### src/rtl/mux_accum_pkg.sv
package mux_accum_pkg;
  localparam int unsigned PRESC_W   = 7;
  localparam int unsigned PRESC_MAX = 100;

  typedef enum logic [1:0] {
    PS_42  = 2'd0,
    PS_50  = 2'd1,
    PS_84  = 2'd2,
    PS_100 = 2'd3
  } presc_sel_e;

  function automatic logic [PRESC_W-1:0] presc_count(input presc_sel_e sel);
    case (sel)
      PS_42:   return 7'd42;
      PS_50:   return 7'd50;
      PS_84:   return 7'd84;
      default: return 7'd100;
    endcase
  endfunction
endpackage

### src/rtl/mux_slot_timer.sv
module mux_slot_timer #(
  parameter int unsigned CYC_TICKS = 13,
  parameter int unsigned POS_W     = $clog2(CYC_TICKS)
) (
  input  logic             clk_i,
  input  logic             rst_ni,
  input  logic             tick_i,
  output logic [POS_W-1:0] pos_o,
  output logic             wrap_o
);
  localparam logic [POS_W-1:0] LAST = POS_W'(CYC_TICKS - 1);

  logic [POS_W-1:0] pos_q;

  always_ff @(posedge clk_i or negedge rst_ni) begin
    if (!rst_ni) begin
      pos_q <= '0;
    end else if (tick_i) begin
      pos_q <= (pos_q == LAST) ? '0 : pos_q + 1'b1;
    end
  end

  assign pos_o  = pos_q;
  assign wrap_o = tick_i && (pos_q == LAST);

  AST_POS_RANGE: assert property (@(posedge clk_i) disable iff (!rst_ni)
    pos_q <= LAST);
  AST_POS_HOLD: assert property (@(posedge clk_i) disable iff (!rst_ni)
    !tick_i |=> $stable(pos_q));
  AST_WRAP_ZERO: assert property (@(posedge clk_i) disable iff (!rst_ni)
    wrap_o |=> (pos_q == '0));
endmodule

### src/rtl/slot_decoder.sv
module slot_decoder #(
  parameter int unsigned NUM_CH     = 6,
  parameter int unsigned SLOT_TICKS = 2,
  parameter int unsigned POS_W      = 4
) (
  input  logic              clk_i,
  input  logic              rst_ni,
  input  logic [POS_W-1:0]  pos_i,
  input  logic              tick_i,
  output logic [NUM_CH-1:0] sel_o,
  output logic              stb_o
);
  logic [NUM_CH-1:0] slot_end;

  for (genvar ch = 0; ch < NUM_CH; ch++) begin : g_slot
    localparam logic [POS_W-1:0] LO = POS_W'(ch * SLOT_TICKS);
    localparam logic [POS_W-1:0] HI = POS_W'((ch + 1) * SLOT_TICKS - 1);
    assign sel_o[ch]    = (pos_i >= LO) && (pos_i <= HI);
    assign slot_end[ch] = (pos_i == HI);
  end

  assign stb_o = tick_i && (|slot_end);

  AST_SEL_ONEHOT: assert property (@(posedge clk_i) disable iff (!rst_ni)
    $onehot0(sel_o));
  AST_STB_IN_SLOT: assert property (@(posedge clk_i) disable iff (!rst_ni)
    stb_o |-> (sel_o != '0));
endmodule

### src/rtl/accum_len_calc.sv
module accum_len_calc
  import mux_accum_pkg::*;
#(
  parameter int unsigned SUM_W = 6,
  parameter int unsigned LEN_W = 13
) (
  input  presc_sel_e       sel_i,
  input  logic [SUM_W-1:0] sum_i,
  output logic [LEN_W-1:0] len_o
);
  logic [SUM_W-1:0] sum_eff;

  // zero sum count behaves as one
  assign sum_eff = (sum_i == '0) ? SUM_W'(1) : sum_i;
  assign len_o   = LEN_W'(presc_count(sel_i)) * LEN_W'(sum_eff);
endmodule

### src/rtl/accum_counter.sv
module accum_counter
  import mux_accum_pkg::*;
#(
  parameter int unsigned SUM_W = 6,
  parameter int unsigned LEN_W = 13
) (
  input  logic             clk_i,
  input  logic             rst_ni,
  input  logic             cyc_done_i,
  input  presc_sel_e       cfg_sel_i,
  input  logic [SUM_W-1:0] cfg_sum_i,
  output logic             acc_done_o
);
  logic [LEN_W-1:0] len_new;
  logic [LEN_W-1:0] target_q;
  logic [LEN_W-1:0] cnt_q;
  logic             armed_q;

  accum_len_calc #(.SUM_W(SUM_W), .LEN_W(LEN_W)) u_len (
    .sel_i (cfg_sel_i),
    .sum_i (cfg_sum_i),
    .len_o (len_new)
  );

  assign acc_done_o = cyc_done_i && (cnt_q == target_q - 1'b1);

  always_ff @(posedge clk_i or negedge rst_ni) begin
    if (!rst_ni) begin
      target_q <= LEN_W'(1);
      cnt_q    <= '0;
      armed_q  <= 1'b0;
    end else begin
      if (!armed_q) begin
        target_q <= len_new;
        armed_q  <= 1'b1;
      end
      if (cyc_done_i) begin
        if (acc_done_o) begin
          cnt_q    <= '0;
          target_q <= len_new;
        end else begin
          cnt_q <= cnt_q + 1'b1;
        end
      end
    end
  end

  AST_CNT_BELOW_LEN: assert property (@(posedge clk_i) disable iff (!rst_ni)
    cnt_q < target_q);
  AST_LEN_HELD: assert property (@(posedge clk_i) disable iff (!rst_ni)
    (armed_q && !acc_done_o) |=> $stable(target_q));
  AST_LEN_NONZERO: assert property (@(posedge clk_i) disable iff (!rst_ni)
    target_q != '0);
  AST_CNT_HOLD: assert property (@(posedge clk_i) disable iff (!rst_ni)
    !cyc_done_i |=> $stable(cnt_q));
endmodule

### src/rtl/mux_accum_seq.sv
module mux_accum_seq
  import mux_accum_pkg::*;
#(
  parameter int unsigned NUM_CH     = 6,
  parameter int unsigned SLOT_TICKS = 2,
  parameter int unsigned IDLE_TICKS = 1,
  parameter int unsigned SUM_W      = 6
) (
  input  logic              clk_i,
  input  logic              rst_ni,
  input  logic              tick_en_i,
  input  logic [SUM_W+1:0]  cfg_i,
  output logic [NUM_CH-1:0] chan_sel_o,
  output logic              sample_stb_o,
  output logic              mux_done_o,
  output logic              accum_done_o
);
  localparam int unsigned CYC_TICKS = NUM_CH * SLOT_TICKS + IDLE_TICKS;
  localparam int unsigned POS_W     = $clog2(CYC_TICKS);
  localparam int unsigned LEN_W     = $clog2(PRESC_MAX * ((1 << SUM_W) - 1) + 1);

  logic [POS_W-1:0] pos;
  logic             cyc_wrap;
  presc_sel_e       cfg_sel;

  assign cfg_sel = presc_sel_e'(cfg_i[SUM_W+1:SUM_W]);

  mux_slot_timer #(.CYC_TICKS(CYC_TICKS), .POS_W(POS_W)) u_timer (
    .clk_i  (clk_i),
    .rst_ni (rst_ni),
    .tick_i (tick_en_i),
    .pos_o  (pos),
    .wrap_o (cyc_wrap)
  );

  slot_decoder #(.NUM_CH(NUM_CH), .SLOT_TICKS(SLOT_TICKS), .POS_W(POS_W)) u_dec (
    .clk_i  (clk_i),
    .rst_ni (rst_ni),
    .pos_i  (pos),
    .tick_i (tick_en_i),
    .sel_o  (chan_sel_o),
    .stb_o  (sample_stb_o)
  );

  accum_counter #(.SUM_W(SUM_W), .LEN_W(LEN_W)) u_acc (
    .clk_i      (clk_i),
    .rst_ni     (rst_ni),
    .cyc_done_i (cyc_wrap),
    .cfg_sel_i  (cfg_sel),
    .cfg_sum_i  (cfg_i[SUM_W-1:0]),
    .acc_done_o (accum_done_o)
  );

  assign mux_done_o = cyc_wrap;

  AST_ACC_ON_MUX: assert property (@(posedge clk_i) disable iff (!rst_ni)
    accum_done_o |-> mux_done_o);
  AST_QUIET_NO_TICK: assert property (@(posedge clk_i) disable iff (!rst_ni)
    !tick_en_i |-> (!sample_stb_o && !mux_done_o && !accum_done_o));
  AST_IDLE_NO_SEL: assert property (@(posedge clk_i) disable iff (!rst_ni)
    mux_done_o |-> (chan_sel_o == '0 && !sample_stb_o));
  AST_MUX_AFTER_STB: assert property (@(posedge clk_i) disable iff (!rst_ni)
    mux_done_o |-> !$past(sample_stb_o));
endmodule

### config.mk
export PLATFORM = sky130hd
export DESIGN_NAME = mux_accum_seq
export DESIGN_NICKNAME = d
export VERILOG_FILES = /design/src/rtl/mux_accum_pkg.sv /design/src/rtl/mux_slot_timer.sv /design/src/rtl/slot_decoder.sv /design/src/rtl/accum_len_calc.sv /design/src/rtl/accum_counter.sv /design/src/rtl/mux_accum_seq.sv
export SDC_FILE = /design/constraint.sdc
export NUM_CORES = 1
export LEC_CHECK = 0
export BUFFER_PORTS_ARGS = -buffer_cell sky130_fd_sc_hd__buf_2
export CORE_UTILIZATION = 67
export DETAILED_ROUTE_END_ITERATION = 8
export PLACE_DENSITY_LB_ADDON = 0.1
export SLEW_MARGIN = 5
export SYNTH_ARGS = -nofsm -noshare
export SYNTH_HDL_FRONTEND = slang
export SYNTH_SLANG_ARGS = --single-unit
### constraint.sdc
create_clock -name clk_i -period 3.62 [get_ports clk_i]
set_input_delay 0 -clock clk_i [delete_from_list [all_inputs] [get_ports clk_i]]
set_output_delay 0 -clock clk_i [all_outputs]
set_load 0.02 [all_outputs]
==> summary.md <==
| Metric | Value |
|---|---|
| Drt via density | 5.49 |
| RSZ-0062 raised after global routing | true |
| Syn nets | 398 |
| Worst reg2reg startpoint | u_acc.target_q[1]$_DFF_PN0_ |
| Per-cell routed wire length | 13.4 um |
| Startpoint Class | input pin |
| Total congestion overflow | 0 |
| Compound-Gate Fraction of Synth Area | under 10% |
| Total Die Area | between 4000 and 5000 um2 |
| Fmax | ~290 MHz |
| # setup viols final | 0 |
| Worst Hold Launch | tick_en_i |
| CP endpoint kind | register |
| Ys async rst share | 100% |
| Tcrit/Tclk final | a little over nine tenths |
| Min Tclk post-route | between 3 and 4 ns |
| Syn Area/Cell | around 9.1 um2 |
| GRT Util Overall | around a quarter |
| Synthesis-to-finish area growth | 13.6% |
| Area of the core | roughly 4400 um2 |
| 1st-pass router iterations | 5 |
| Synthesized instance count | around 340 |
| Hold Crit Class | input pin to register |
| Hold-critical path endpoint | u_timer.pos_o[1]$_DFFE_PN0P_ |
| Worst slew pin tran | between 0.8 and 0.9 ns |
| Final count of hold timing violations | 0 |
| Most common library cells after synthesis | inv_1 (43), nor2_1 (37), ha_1 (32) |
| Die width | ~70 um |
| # rows | 24 |
| CP Class | input pin to register |
| Initial antenna violation count | 0 |
| Final slew viol count | 0 |
| Synth warn | 0 |
| Post-Synth Adder-Cell Area | between 20% and 30% |
| Clock Skew | roughly 0.0044 ns |
| DRC errors left | 0 |
| Synthesized cell area | approximately 3000 um2 |
| Pwr Density | about 520 nW/um2 |
| Starting DRT DRC Count | about 150 |
| MaxCap Viol Count | 0 |
| Multiplexer area fraction after synthesis | roughly 5.3% |
| Worst Hold Depth | 2 |
| Worst R2R Setup Slack | roughly 0.65 ns |
| Root buf cell | clkbuf_8 |
| Hold WS | 0.00527 ns |
| Relative slew slack | between 40% and 50% |
| # diodes | 0 |
| Ranking of synthesized cells by area | dfrtp_1 (24%), ha_1 (13%), fa_1 (11%) |
| H-tree Lvls | 2 |
| Routed vias | around 2.3k |
| Number of setup buffers added after CTS | 0 |
| Synth top area share | 24.4% |
| Number of global-route vias before repair | about 2.4k |
| Post-synth EDFFs | 0 |
| Nets@finish | 435 |
| Post-layout util | between 70% and 80% |
| Yosys cell types | 44 |
| HPWL after detailed placement | 4580 um |
| Fill cells | between 200 and 300 |
| Starting Density | 70.3% |
| GP Congestion | roughly 0.85 |
| Post-route total power | between 1500 and 2000 uW |
| Synth Area in XOR/XNOR | 10.2% |
| Max clock buf depth | 2 |
| Routed Antenna Nets | 0 |
| First-pass GRT wire length | a little over 10000 um |
| WL final | 5750 um |
| # clock sinks | 31 |
| Yosys reg bits | 31 |
| Top_reg_cell synth | dfrtp_1 |
| Clk slew on worst S/H paths | around 0.060 ns |
| Crit-path max FO | 6 |
| Finished Layout Cells | ~430 |
| Die height | ~70 um |
| Largest net degree at the start of global routing | 32 |
| LEAKAGE | about 0.0018 uW |
| Most common cell in the netlist | inv_1 |
| Register area share after synthesis | about 25% |
| Cell count after placement | 419 |
| Area leader, netlist | dfrtp_1 |
| Simple-Gate Fraction of Synth Area | 19.2% |
| Clk Latency, worst-skew pair | roughly 0.28 ns |
| Required time at the worst-slack endpoint | around 3.8 ns |
| Setup TNS | 0 ns |
| CTS tree | yes |
| Reg-to-Reg End | u_acc.target_q[12]$_DFF_PN0_ |
| CTS Buf Count | 5 |
| Main combinational cell family by area after synthesis | adder cells |
| Status | complete, no violations |
| Port buffer count | 19 |
| I/O pin cnt | 20 |
| Critical path data arrival time | 3.60 ns |
| R2r worst-path depth | 8 |
| Share of layout cells above drive strength 1 | 19.7% |
| Peak supply drop | between 200 and 300 uV |
power breakdown:
group / internal, uW / total [uW] / switching (uW)
Combinational: 467 / 968 / 501
Sequential: 430 / 568 / 138
Clock: 173 / 299 / 125
Total: 1070 / 1830 / 764
sequential cells by signal (all words and copies together) (netlist names):
name,count
u_acc.target_q,13
u_acc.cnt_q,13
u_acc.armed_q,1
u_timer.pos_o,4
area by class of cell:
class	instances	area [um2]	share of cell area, %
flip-flops and latches	31	777	22.2
repair buffers	38	240	6.86
well taps	52	65.1	1.86
multi-input cells	256	2160	61.6
inverters	43	161	4.61
clock buffers	8	100	2.86
metal layers:
metal | vias up | GRT usage [%] | wire length [um]
li1 | 1189 | - | -
met1 | 1119 | 31.9 | 2540
met2 | 34 | 47.8 | 3040
met3 | 7 | 3.05 | 114
met4 | 0 | 6.00 | 57
met5 | - | 0 | 0
kinds of logic after synthesis:
kind of cell,Yosys count
buffers and inverters,51
flip-flops,31
adder cells (fa/ha/maj),49
XOR/XNOR,36
AND/OR/NAND/NOR,115
multiplexers,12
AO/OA/AOI/OAI,43
other,1
through the flow:
| stage | worst slack (ns) | cell area [um2] |
|---|---|---|
| 3_3_place_gp | -0.181 | 3360 |
| 2_1_floorplan | 0.00518 | 3120 |
| 3_5_place_dp | -0.249 | 3360 |
| 4_1_cts | 0.0423 | 3470 |
| 5_1_grt | -0.00596 | 3500 |
| 6_report | 0.183 | 3500 |
critical path, stage by stage:
cell	delay, ns
buf_2	0.11
inv_1	0.12
ha_2	0.33
and2_1	0.19
fa_1	0.53
inv_1	0.06
fa_1	0.48
fa_1	0.54
inv_1	0.06
ha_4	0.25
a211oi_2	0.23
o21ai_2	0.08
a21o_1	0.16
a21oi_2	0.14
xor2_1	0.07
mux2_2	0.25
worst max path at each step:
stage	end	start	cells after the start
global placement	u_acc.target_q[11]$_DFF_PN0_	cfg_i[6]	18
floorplan	u_acc.target_q[12]$_DFF_PN0_	cfg_i[6]	16
CTS	u_acc.target_q[12]$_DFF_PN0_	cfg_i[6]	17
detailed placement	u_acc.target_q[12]$_DFF_PN0_	cfg_i[6]	17
global route	u_acc.target_q[12]$_DFF_PN0_	cfg_i[6]	17
finish	u_acc.target_q[12]$_DFF_PN0_	cfg_i[6]	16
layout by cell type (no fill, tap or decap), types with 10 or more instances in the layout:
cell type / synthesis / final
a21oi_1: 11 / 10
and2_1: 11 / 11
buf_2: 3 / 19
buf_4: 2 / 18
dfrtp_1: 30 / 30
fa_1: 17 / 17
ha_1: 32 / 28
inv_1: 43 / 43
nand2_1: 25 / 25
nor2_1: 37 / 36
xnor2_1: 10 / 10
xor2_1: 26 / 26
timing repair:
item | 4_1_cts | 5_1_grt
gates resized for setup | 0 | 7
endpoints found under the hold margin | 30 | 0
endpoints found under the setup margin | 0 | 3
hold buffers | 1 | 0
No activity file was read; power rests on OpenSTA's default activity.
